File: src/rtl/addr_dec_pkg.sv
package addr_dec_pkg;

  typedef enum logic [2:0] {
    DEV_NONE  = 3'd0,
    DEV_RAM   = 3'd1,
    DEV_ROM   = 3'd2,
    DEV_VIA   = 3'd3,
    DEV_FDC   = 3'd4,
    DEV_SCCRD = 3'd5,
    DEV_SCCWR = 3'd6,
    DEV_PHASE = 3'd7
  } dev_e;

  localparam int unsigned SEL_RAM   = 0;
  localparam int unsigned SEL_ROM   = 1;
  localparam int unsigned SEL_VIA   = 2;
  localparam int unsigned SEL_FDC   = 3;
  localparam int unsigned SEL_SCCRD = 4;
  localparam int unsigned SEL_SCCRS = 5;
  localparam int unsigned SEL_SCCWR = 6;
  localparam int unsigned SEL_W     = 7;

  localparam int unsigned ADDR_W = 24;
  localparam int unsigned SEG_W  = 5;

  // Table entry for one 512 KB segment; ov picks the boot layout for the low 8 MB.
  function automatic dev_e seg_device(input logic [SEG_W-1:0] seg, input logic ov);
    dev_e d;
    if (seg < 5'd16) begin
      if (ov) begin
        if (seg >= 5'd12)   d = DEV_RAM;
        else if (seg[1])    d = DEV_NONE;
        else                d = DEV_ROM;
      end else begin
        if (seg < 5'd8)       d = DEV_RAM;
        else if (seg < 5'd10) d = DEV_ROM;
        else                  d = DEV_NONE;
      end
    end else begin
      case (seg)
        5'd18, 5'd19: d = DEV_SCCRD;
        5'd22, 5'd23: d = DEV_SCCWR;
        5'd26, 5'd27: d = DEV_FDC;
        5'd29:        d = DEV_VIA;
        5'd30:        d = DEV_PHASE;
        default:      d = DEV_NONE;
      endcase
    end
    return d;
  endfunction

endpackage

File: src/rtl/seg_map.sv
module seg_map
  import addr_dec_pkg::*;
#(
  parameter int unsigned SW = SEG_W
) (
  input  logic [SW-1:0] seg_i,
  input  logic          overlay_i,
  output dev_e          dev_o
);
  localparam int unsigned NUM_SEG = 1 << SW;

  dev_e tbl_boot [NUM_SEG];
  dev_e tbl_run  [NUM_SEG];

  for (genvar g = 0; g < NUM_SEG; g++) begin : g_seg
    assign tbl_boot[g] = seg_device(SEG_W'(g), 1'b1);
    assign tbl_run[g]  = seg_device(SEG_W'(g), 1'b0);
  end

  assign dev_o = overlay_i ? tbl_boot[seg_i] : tbl_run[seg_i];
endmodule

File: src/rtl/access_resolve.sv
module access_resolve
  import addr_dec_pkg::*;
(
  input  logic             valid_i,
  input  logic             rd_i,
  input  logic             word_i,
  input  logic             a0_i,
  input  dev_e             dev_i,
  input  logic [7:0]       via_rdata_i,
  input  logic [7:0]       fdc_rdata_i,
  input  logic [7:0]       scc_rdata_i,
  input  logic [2:0]       phase_lo_i,
  output logic [SEL_W-1:0] sel_o,
  output logic [15:0]      rdata_o,
  output logic             drive_o,
  output logic             step_o
);
  logic unmapped;

  always_comb begin
    sel_o    = '0;
    rdata_o  = '0;
    drive_o  = 1'b0;
    step_o   = 1'b0;
    unmapped = 1'b0;
    if (valid_i) begin
      unique case (dev_i)
        DEV_RAM: sel_o[SEL_RAM] = 1'b1;
        DEV_ROM: sel_o[SEL_ROM] = rd_i;
        DEV_VIA: begin
          if (!a0_i) begin
            sel_o[SEL_VIA] = 1'b1;
            if (rd_i) begin
              drive_o = 1'b1;
              rdata_o = {8'hFF, via_rdata_i};
            end
          end else unmapped = 1'b1;
        end
        DEV_FDC: begin
          if (a0_i) begin
            sel_o[SEL_FDC] = 1'b1;
            if (rd_i) begin
              drive_o = 1'b1;
              rdata_o = {8'hFF, fdc_rdata_i};
            end
          end else unmapped = 1'b1;
        end
        DEV_SCCRD: begin
          if (word_i) begin
            step_o   = 1'b1;
            unmapped = 1'b1;
          end else if (a0_i) begin
            sel_o[SEL_SCCRS] = 1'b1;
            unmapped         = 1'b1;   // reads back all ones
          end else begin
            sel_o[SEL_SCCRD] = 1'b1;
            if (rd_i) begin
              drive_o = 1'b1;
              rdata_o = {8'hFF, scc_rdata_i};
            end
          end
        end
        DEV_SCCWR: begin
          if (word_i) begin
            step_o   = 1'b1;
            unmapped = 1'b1;
          end else begin
            sel_o[SEL_SCCWR] = a0_i;
            unmapped         = 1'b1;
          end
        end
        DEV_PHASE: begin
          if (rd_i) begin
            drive_o = 1'b1;
            rdata_o = {8'hFF, 5'b0, phase_lo_i};
          end
        end
        default: unmapped = 1'b1;
      endcase
      if (unmapped && rd_i) begin
        drive_o = 1'b1;
        rdata_o = 16'hFFFF;
      end
    end
  end
endmodule

File: src/rtl/phase_ctr.sv
module phase_ctr #(
  parameter int unsigned W = 3
) (
  input  logic         clk_i,
  input  logic         rst_ni,
  input  logic         step_i,
  output logic [W-1:0] cnt_o
);
  always_ff @(posedge clk_i or negedge rst_ni) begin
    if (!rst_ni)     cnt_o <= '0;
    else if (step_i) cnt_o <= cnt_o + 1'b1;
  end
endmodule

File: src/rtl/bus_addr_decoder.sv
module bus_addr_decoder
  import addr_dec_pkg::*;
#(
  parameter int unsigned RAM_WORDS = 262144,
  parameter int unsigned ROM_WORDS = 65536,
  parameter int unsigned PHASE_W   = 3,
  localparam int unsigned RAM_OFF_W = $clog2(RAM_WORDS),
  localparam int unsigned ROM_OFF_W = $clog2(ROM_WORDS)
) (
  input  logic                 clk_i,
  input  logic                 rst_ni,
  input  logic                 valid_i,
  input  logic [ADDR_W-1:0]    addr_i,
  input  logic                 rd_i,
  input  logic                 word_i,
  input  logic                 overlay_we_i,
  input  logic                 overlay_i,
  input  logic [7:0]           via_rdata_i,
  input  logic [7:0]           fdc_rdata_i,
  input  logic [7:0]           scc_rdata_i,
  output logic [SEL_W-1:0]     sel_o,
  output logic [3:0]           reg_idx_o,
  output logic [RAM_OFF_W-1:0] ram_off_o,
  output logic [ROM_OFF_W-1:0] rom_off_o,
  output logic [15:0]          rdata_o,
  output logic                 rdata_drive_o,
  output logic [PHASE_W-1:0]   phase_o
);
  localparam logic [ADDR_W-2:0] RAM_MASK = (ADDR_W-1)'(RAM_WORDS - 1);
  localparam logic [ADDR_W-2:0] ROM_MASK = (ADDR_W-1)'(ROM_WORDS - 1);

  logic overlay_q;
  dev_e dev;
  logic step;

  always_ff @(posedge clk_i or negedge rst_ni) begin
    if (!rst_ni)           overlay_q <= 1'b1;
    else if (overlay_we_i) overlay_q <= overlay_i;
  end

  seg_map #(.SW(SEG_W)) u_seg_map (
    .seg_i     (addr_i[ADDR_W-1 -: SEG_W]),
    .overlay_i (overlay_q),
    .dev_o     (dev)
  );

  access_resolve u_resolve (
    .valid_i     (valid_i),
    .rd_i        (rd_i),
    .word_i      (word_i),
    .a0_i        (addr_i[0]),
    .dev_i       (dev),
    .via_rdata_i (via_rdata_i),
    .fdc_rdata_i (fdc_rdata_i),
    .scc_rdata_i (scc_rdata_i),
    .phase_lo_i  (phase_o[2:0]),
    .sel_o       (sel_o),
    .rdata_o     (rdata_o),
    .drive_o     (rdata_drive_o),
    .step_o      (step)
  );

  phase_ctr #(.W(PHASE_W)) u_phase (
    .clk_i  (clk_i),
    .rst_ni (rst_ni),
    .step_i (step),
    .cnt_o  (phase_o)
  );

  logic [ADDR_W-2:0] word_addr;
  logic [ADDR_W-2:0] ram_full, rom_full;
  assign word_addr = addr_i[ADDR_W-1:1];
  assign ram_full  = word_addr & RAM_MASK;
  assign rom_full  = word_addr & ROM_MASK;
  assign ram_off_o = ram_full[RAM_OFF_W-1:0];
  assign rom_off_o = rom_full[ROM_OFF_W-1:0];
  assign reg_idx_o = addr_i[12:9];
endmodule

File: config.mk
export PLATFORM = sky130hd
export DESIGN_NAME = bus_addr_decoder
export DESIGN_NICKNAME = d
export VERILOG_FILES = /design/src/rtl/addr_dec_pkg.sv /design/src/rtl/seg_map.sv /design/src/rtl/access_resolve.sv /design/src/rtl/phase_ctr.sv /design/src/rtl/bus_addr_decoder.sv
export SDC_FILE = /design/constraint.sdc
export NUM_CORES = 1
export LEC_CHECK = 0
export BUFFER_PORTS_ARGS = -buffer_cell sky130_fd_sc_hd__buf_2
export CORE_UTILIZATION = 35
export DETAILED_ROUTE_END_ITERATION = 12
export GPL_ROUTABILITY_DRIVEN = 0
export GPL_TIMING_DRIVEN = 0
export PLACE_DENSITY = 0.79
export SLEW_MARGIN = 40
export SYNTH_ARGS = -nofsm -noshare
export SYNTH_HDL_FRONTEND = slang
export SYNTH_SLANG_ARGS = --single-unit
File: constraint.sdc
create_clock -name clk_i -period 5.8 [get_ports clk_i]
set_clock_uncertainty 0.1 [all_clocks]
set_input_delay 0.87 -clock clk_i [delete_from_list [all_inputs] [get_ports clk_i]]
set_output_delay 0.87 -clock clk_i [all_outputs]
set_load 0.03 [all_outputs]
# [Word level (Yosys, flattened, before mapping)]
# Memory sizes are Yosys's and may differ from the RTL's.
# Cells that the tools add are included.
[totals] regBits=4 mem_count=2 out_inout_bits=65 romBits=192 input_bits=55 word_cells=57
[mem_list] name="(name not given)" depth=32 width=3 rd=1 rd_ports_with_merged_regs=0 write_ports=0 line_no="seg_map.sv:20" rtl="assign dev_o = overlay_i ? tbl_boot[seg_i] : tbl_run[seg_i];"
[mem_list] name="(name not given)" depth=32 width=3 rd=1 rd_ports_with_merged_regs=0 write_ports=0 line_no="seg_map.sv:20"
[classes] n_mux=40 eq_ne=7 n_reduce_logical=3 n_lt_le_gt_ge=1 addsub=1 bitwise=1
[ops] cell="2-to-1 mux 16 bit" count=10
[ops] cell="case mux 16 bit (4 select lines)" count=1
[ops] cell="2-to-1 mux 1 bit" count=19
[ops] cell="2-to-1 mux 3 bit" count=5
[ops] cell="== test 3 bit, second input constant" count=4
[ops] cell="case mux 1 bit (4 select lines)" count=2
[ops] cell="2-to-1 mux 7 bit" count=1
[ops] cell="== test 3 x 2 -> 1 bit, second input constant" count=2
[ops] cell="greater-or-equal comparator 6 bit, second input constant" count=1
[ops] cell="NOT 5 -> 6 bit" count=1
[ops] cell="2-to-1 mux 2 bit" count=2
[ops] cell="adder 3 x 1 -> 3 bit, second input constant" count=1
[ops] cell="== test 3 x 1 -> 1 bit, second input constant" count=1
[ops] cell="OR reduction 3 bit" count=1
[ops] cell="OR reduction 2 bit" count=1
[ops] cell="logical AND 1 bit" count=1

# [Logic depth before layout (Yosys ltp)]
[depth] depth_word=12 ltp_mapped=9 ltp_nobuf=7

# [By module]
# From an unflattened synthesis, not the netlist that was laid out.
[unflattened] cells_unflattened=134 area_unflattened_um2=1011.0
[by_module_without_submodules] mod="access_resolve" area_per_inst_um2=459.2 cells_per_inst=68 n_inst=1 seq_area_each_um2=0.0
[by_module_without_submodules] mod="bus_addr_decoder" area_per_inst_um2=326.6 cells_per_inst=40 n_inst=1 seq_area_each_um2=26.3
[by_module_without_submodules] mod="phase_ctr" area_per_inst_um2=123.9 cells_per_inst=8 n_inst=1 seq_area_each_um2=75.1
[by_module_without_submodules] mod="seg_map" area_per_inst_um2=101.3 cells_per_inst=18 n_inst=1 seq_area_each_um2=0.0

# [Least setup slack after synthesis]
# Ideal clock, no wire load.
[synth_path] path_kind="input -> output" startpoint="input port addr_i[19]" endpoint="output port rdata_o[10]" t_arrival_ps=2962 stages=9 path_buffers=2 slack_ps=1868 required_ps=4830 path_cell_list="inv_1 -> ha_1 -> and2b_1 -> o211ai_1 -> or3_1 -> a211o_1 -> buf_6 -> o211ai_1 -> buf_4"
[synth_between] elab_chain_cells=12 elab_cells_between_ends=21 cone_classes="6 x eq/ne; 10 x mux; 1 x bitwise; 2 x reduce/logical; 2 x memory"
[synth_rtl] element="start: declaration" line_no="bus_addr_decoder.sv:13" rtl="input logic [ADDR_W-1:0] addr_i,"
[synth_rtl] element="NOT 5 -> 6 bit (implied by the code) (*)" line_no="seg_map.sv:20"
[synth_rtl] element="memory read (32 x 3 bit)"
[synth_rtl] element="2-to-1 mux 3 bit (implied by the code) (2 in a row)" line_no="seg_map.sv:20"
[synth_rtl] element="2-to-1 mux 3 bit (*)" line_no="seg_map.sv:20"
[synth_rtl] element="== test 3 x 1 -> 1 bit (tied with other cells)" line_no="access_resolve.sv:27" rtl="unique case (dev_i)"
[synth_rtl] element="OR reduction 3 bit (no source line)"
[synth_rtl] element="case mux 1 bit (4 select lines)" line_no="access_resolve.sv:27"
[synth_rtl] element="2-to-1 mux 1 bit" line_no="access_resolve.sv:26" rtl="if (valid_i) begin"
[synth_rtl] element="logical AND 1 bit" line_no="access_resolve.sv:80" rtl="if (unmapped && rd_i) begin"
[synth_rtl] element="2-to-1 mux 16 bit (*)" line_no="access_resolve.sv:80"
[synth_rtl] element="2-to-1 mux 16 bit (*)" line_no="access_resolve.sv:26"
[synth_rtl] element="end: declaration" line_no="bus_addr_decoder.sv:25" rtl="output logic [15:0] rdata_o,"
# Mark *: on every way between the ends. The rest lies on a longest branch, timed or not. The select of a mux whose other input is x is not followed.

# [Worst setup path in the final report]
[layout_path] startpoint="input port addr_i[19]" endpoint="output port rdata_o[11]"
# The elaborated chain is that of the path after synthesis.

==> flow_metrics.py <==
metrics = {
    "status": {
        "status": "completed",
    },
    "critical_path": {
        "cp_max_fo": 9,
        "startpoint": "addr_i[19]",
        "slowest_delay_ns": 0.41,
        "r2r_start": "overlay_q$_DFFE_PN1P_",
        "cpMaxStageDelayCell": "o211ai_1",
        "r2r_slack_ns": 4.10,
        "crit_path_end_kind": "output port",
        "worstSetupEndpoint": "rdata_o[11]",
        "critical_path.cell_chain": "buf_2 > inv_1 > ha_1 > and3_1 > o211ai_1 > o311ai_1 > a211o_1 > buf_6 > o211ai_1 > buf_4 > buf_2",
        "criticalPathCategory": "in -> out",
        "worstPathArrival_ns": 3.14,
        "r2r_cells": 5,
        "cp_top_family": "compound AO/OA/AOI/OAI gates",
        "path_depth": 11,
        "path_buf_inv": 5,
        "startpoint_type": "input pin",
        "rr_endpoint": "u_phase.cnt_o[1]$_DFFE_PN0P_",
        "critPathRequiredTime_ns": 4.83,
    },
    "placement": {
        "portBuffers": 101,
        "place_ws_ns": 1.69,
        "dpl.hpwl_mm": 2.87,
        "placed_cells": 299,
    },
    "detailed_routing": {
        "avgRoutedWirePerCell_um": 11.4,
        "post_drt_via_cell_ratio": 4.90,
        "route.met3.wl_um": 305,
        "wl_met1_mm": 1.41,
        "routed-wl-met2_mm": 1.69,
        "first_pass_iters": 4,
        "drc": 0,
        "first_iter_violations": 67,
        "vias": 1486,
        "highest_layer": "met4",
        "wirelength_mm": 3.45,
        "drtAntennaViolNets": 0,
    },
    "global_routing": {
        "first_global_vias": 1238,
        "grt_pass1_wl_mm": 5.25,
        "grt_max_degree": 11,
        "overflow": 0,
        "track_usage_pct": 18.8,
        "antenna_found_initial": 0,
    },
    "power": {
        "power_mw": 0.285,
        "p_leak_nw": 0.971,
        "vdd_drop_max_mv": 0.100,
        "power_density_nw_per_um2": 161,
    },
    "floorplanning": {
        "row_count": 20,
        "fp.dieH_um": 60.2,
        "pin_count": 120,
        "initial_utilization_pct": 37.9,
        "core_um2": 3130,
        "die_width_um": 60.2,
        "die-area_um2": 3630,
    },
    "timing": {
        "maxSlewViolCount": 0,
        "rsz0062_at_grt": "false",
        "min_period_ns": 4.11,
        "setup_viol": 0,
        "relSlewSlack_pct": 61.9,
        "worstMarginPinSlew_ns": 0.569,
        "setup_slack_ns": 1.69,
        "fmax_mhz": 244,
        "fin_crit_sh_pct": 70.8,
        "setup_tns_ns": 0,
        "hold_viol": 0,
        "hold_ws_ns": 0.319,
    },
    "final_layout": {
        "antenna_cells": 0,
        "nNetsFinal": 317,
        "fin_cells": 303,
        "drive_above_1_share_pct": 62.9,
        "area_delta_synth_final_pct": 49.5,
    },
    "clock_network": {
        "clkSinkCount": 4,
        "clock_latency_ns": 0.24,
        "cts_buffers": 3,
        "hold_buffers": 0,
        "path_clk_slew_ns": 0.05,
        "cts_tree": "built",
        "htreeDepth": 1,
        "postCtsSetupBuffers": 0,
        "clockBufferDepth": 2,
        "cts_root_buf": "clkbuf_4",
        "cts_resized": 0,
    },
    "yosys": {
        "ys_seq_area_share_pct": 8.54,
        "synthesis.area_um2": 1190,
        "syn_nets": 211,
        "async_flop_share_pct": 100,
        "synth.largest_area_cell": "buf_4",
        "synthFlopType": "dfrtp_1",
        "avgSynthCellArea_um2": 7.70,
        "synth_cells": 154,
        "synth_area_leaders": "buf_4 (29%), o211ai_1 (7.6%), a222oi_1 (6.8%), dfrtp_1 (6.3%), nor2b_1 (3.2%)",
        "synth-seq-cells": 4,
        "yosysWarnings": 0,
        "synth_edf_count": 0,
        "synth.distinct_cells": 45,
        "synth_top_area_share_pct": 29.1,
    },
    "min_path": {
        "hp-class": "in -> async",
    },
    "job": {
        "cap_viol_max_count": 0,
    },
}
==> worst reg2reg max path, delay by kind of cell (launching register included) <==
kind             cells  cell delay [ns]
AND/OR/NAND/NOR      3             0.32
flip-flops           1             0.56
multiplexers         2             0.61
==> synthesized netlist by cell type (2+ instances only) <==
cell type / instances
buf_4: 46
o211ai_1: 12
a222oi_1: 8
nand2_1: 7
inv_1: 6
nor2_1: 6
nor2b_1: 6
nand3_1: 4
a21oi_1: 3
buf_6: 3
dfrtp_1: 3
mux2_1: 3
mux2_2: 3
nor3_1: 3
nor4_1: 3
or3_1: 3
and2b_1: 2
buf_2: 2
ha_1: 2
nand2b_1: 2
nor3b_1: 2
o21ai_0: 2
==> sequential cells by signal, indices dropped and copies added, names as in the netlist <==
name           count
overlay_q          1
u_phase.cnt_o      3
==> through the flow <==
step           util, %  area (µm²)
6_report          56.7        1770
5_1_grt           56.7        1770
4_1_cts           56.7        1770
3_5_place_dp      55.8        1750
3_3_place_gp      55.8        1750
2_1_floorplan        -        1190
==> layout by cell type, fill, tap and decap left out, drive strengths merged <==
cell type and count:
a22oi 1, dfrtp 3, and2b 2, a31oi 1, ha 2, a221oi 1
mux2 6, buf 153, o311ai 2, clkbuf 5, a222oi 8, inv 6
nor2b 6, xor2 1, o211ai 12, nor2 6, and3 1, a211oi 1
nand3b 1, and2 1, nand3 4, a21boi 1, a21oi 3, or3 3
xnor2 1, o21ai 4, a21o 1, nor3b 3, nor4 4, a211o 1
o21a 1, nor3 3, nand2b 2, nor4b 1, dfstp 1, nand2 7
==> how the worst min path moves through the flow <==
stage / slack, ns / startpoint / to
2_1_floorplan: 0.47 / rst_ni / u_phase.cnt_o[0]$_DFFE_PN0P_
3_3_place_gp: 0.39 / u_phase.cnt_o[2]$_DFFE_PN0P_ / u_phase.cnt_o[2]$_DFFE_PN0P_
3_5_place_dp: 0.39 / u_phase.cnt_o[2]$_DFFE_PN0P_ / u_phase.cnt_o[2]$_DFFE_PN0P_
4_1_cts: 0.32 / rst_ni / u_phase.cnt_o[2]$_DFFE_PN0P_
5_1_grt: 0.31 / rst_ni / u_phase.cnt_o[2]$_DFFE_PN0P_
6_report: 0.32 / rst_ni / u_phase.cnt_o[2]$_DFFE_PN0P_
==> cells by family after synthesis <==
logic type                 share of synthesized area [%]
adders and majority gates                           2.11
xor gates and xnor gates                            1.48
DFF                                                 8.54
buffers and inverters                               35.3
and+or+nand+nor                                     22.3
AOI/OAI and AO/OA                                   24.6
muxes                                               5.70
==> power by group <==
part | switching [mW] | leakage [nW] | internal [mW] | total (mW)
clock | 0.0143 | 0.0150 | 0.0260 | 0.0403
combinational | 0.119 | 0.906 | 0.0780 | 0.197
sequential | 0.0102 | 0.0492 | 0.0375 | 0.0477
==> layout make-up <==
cell class,instances,area (µm²)
plain buffers,53,397
repair buffers,101,505
well taps,44,55.1
inverters,6,22.5
multi-input cells,91,666
flip-flops and latches,4,101
clock buffers,4,26.3
fillers,314,1360
==> routing by layer <==
| metal | vias to the layer above | GRT usage [%] |
|---|---|---|
| met1 | 654 | 24.3 |
| li1 | 736 | - |
| met5 | - | 0 |
| met4 | 0 | 7.64 |
| met2 | 92 | 31.6 |
| met3 | 4 | 1.73 |
No activity file was read; power rests on OpenSTA's default activity.
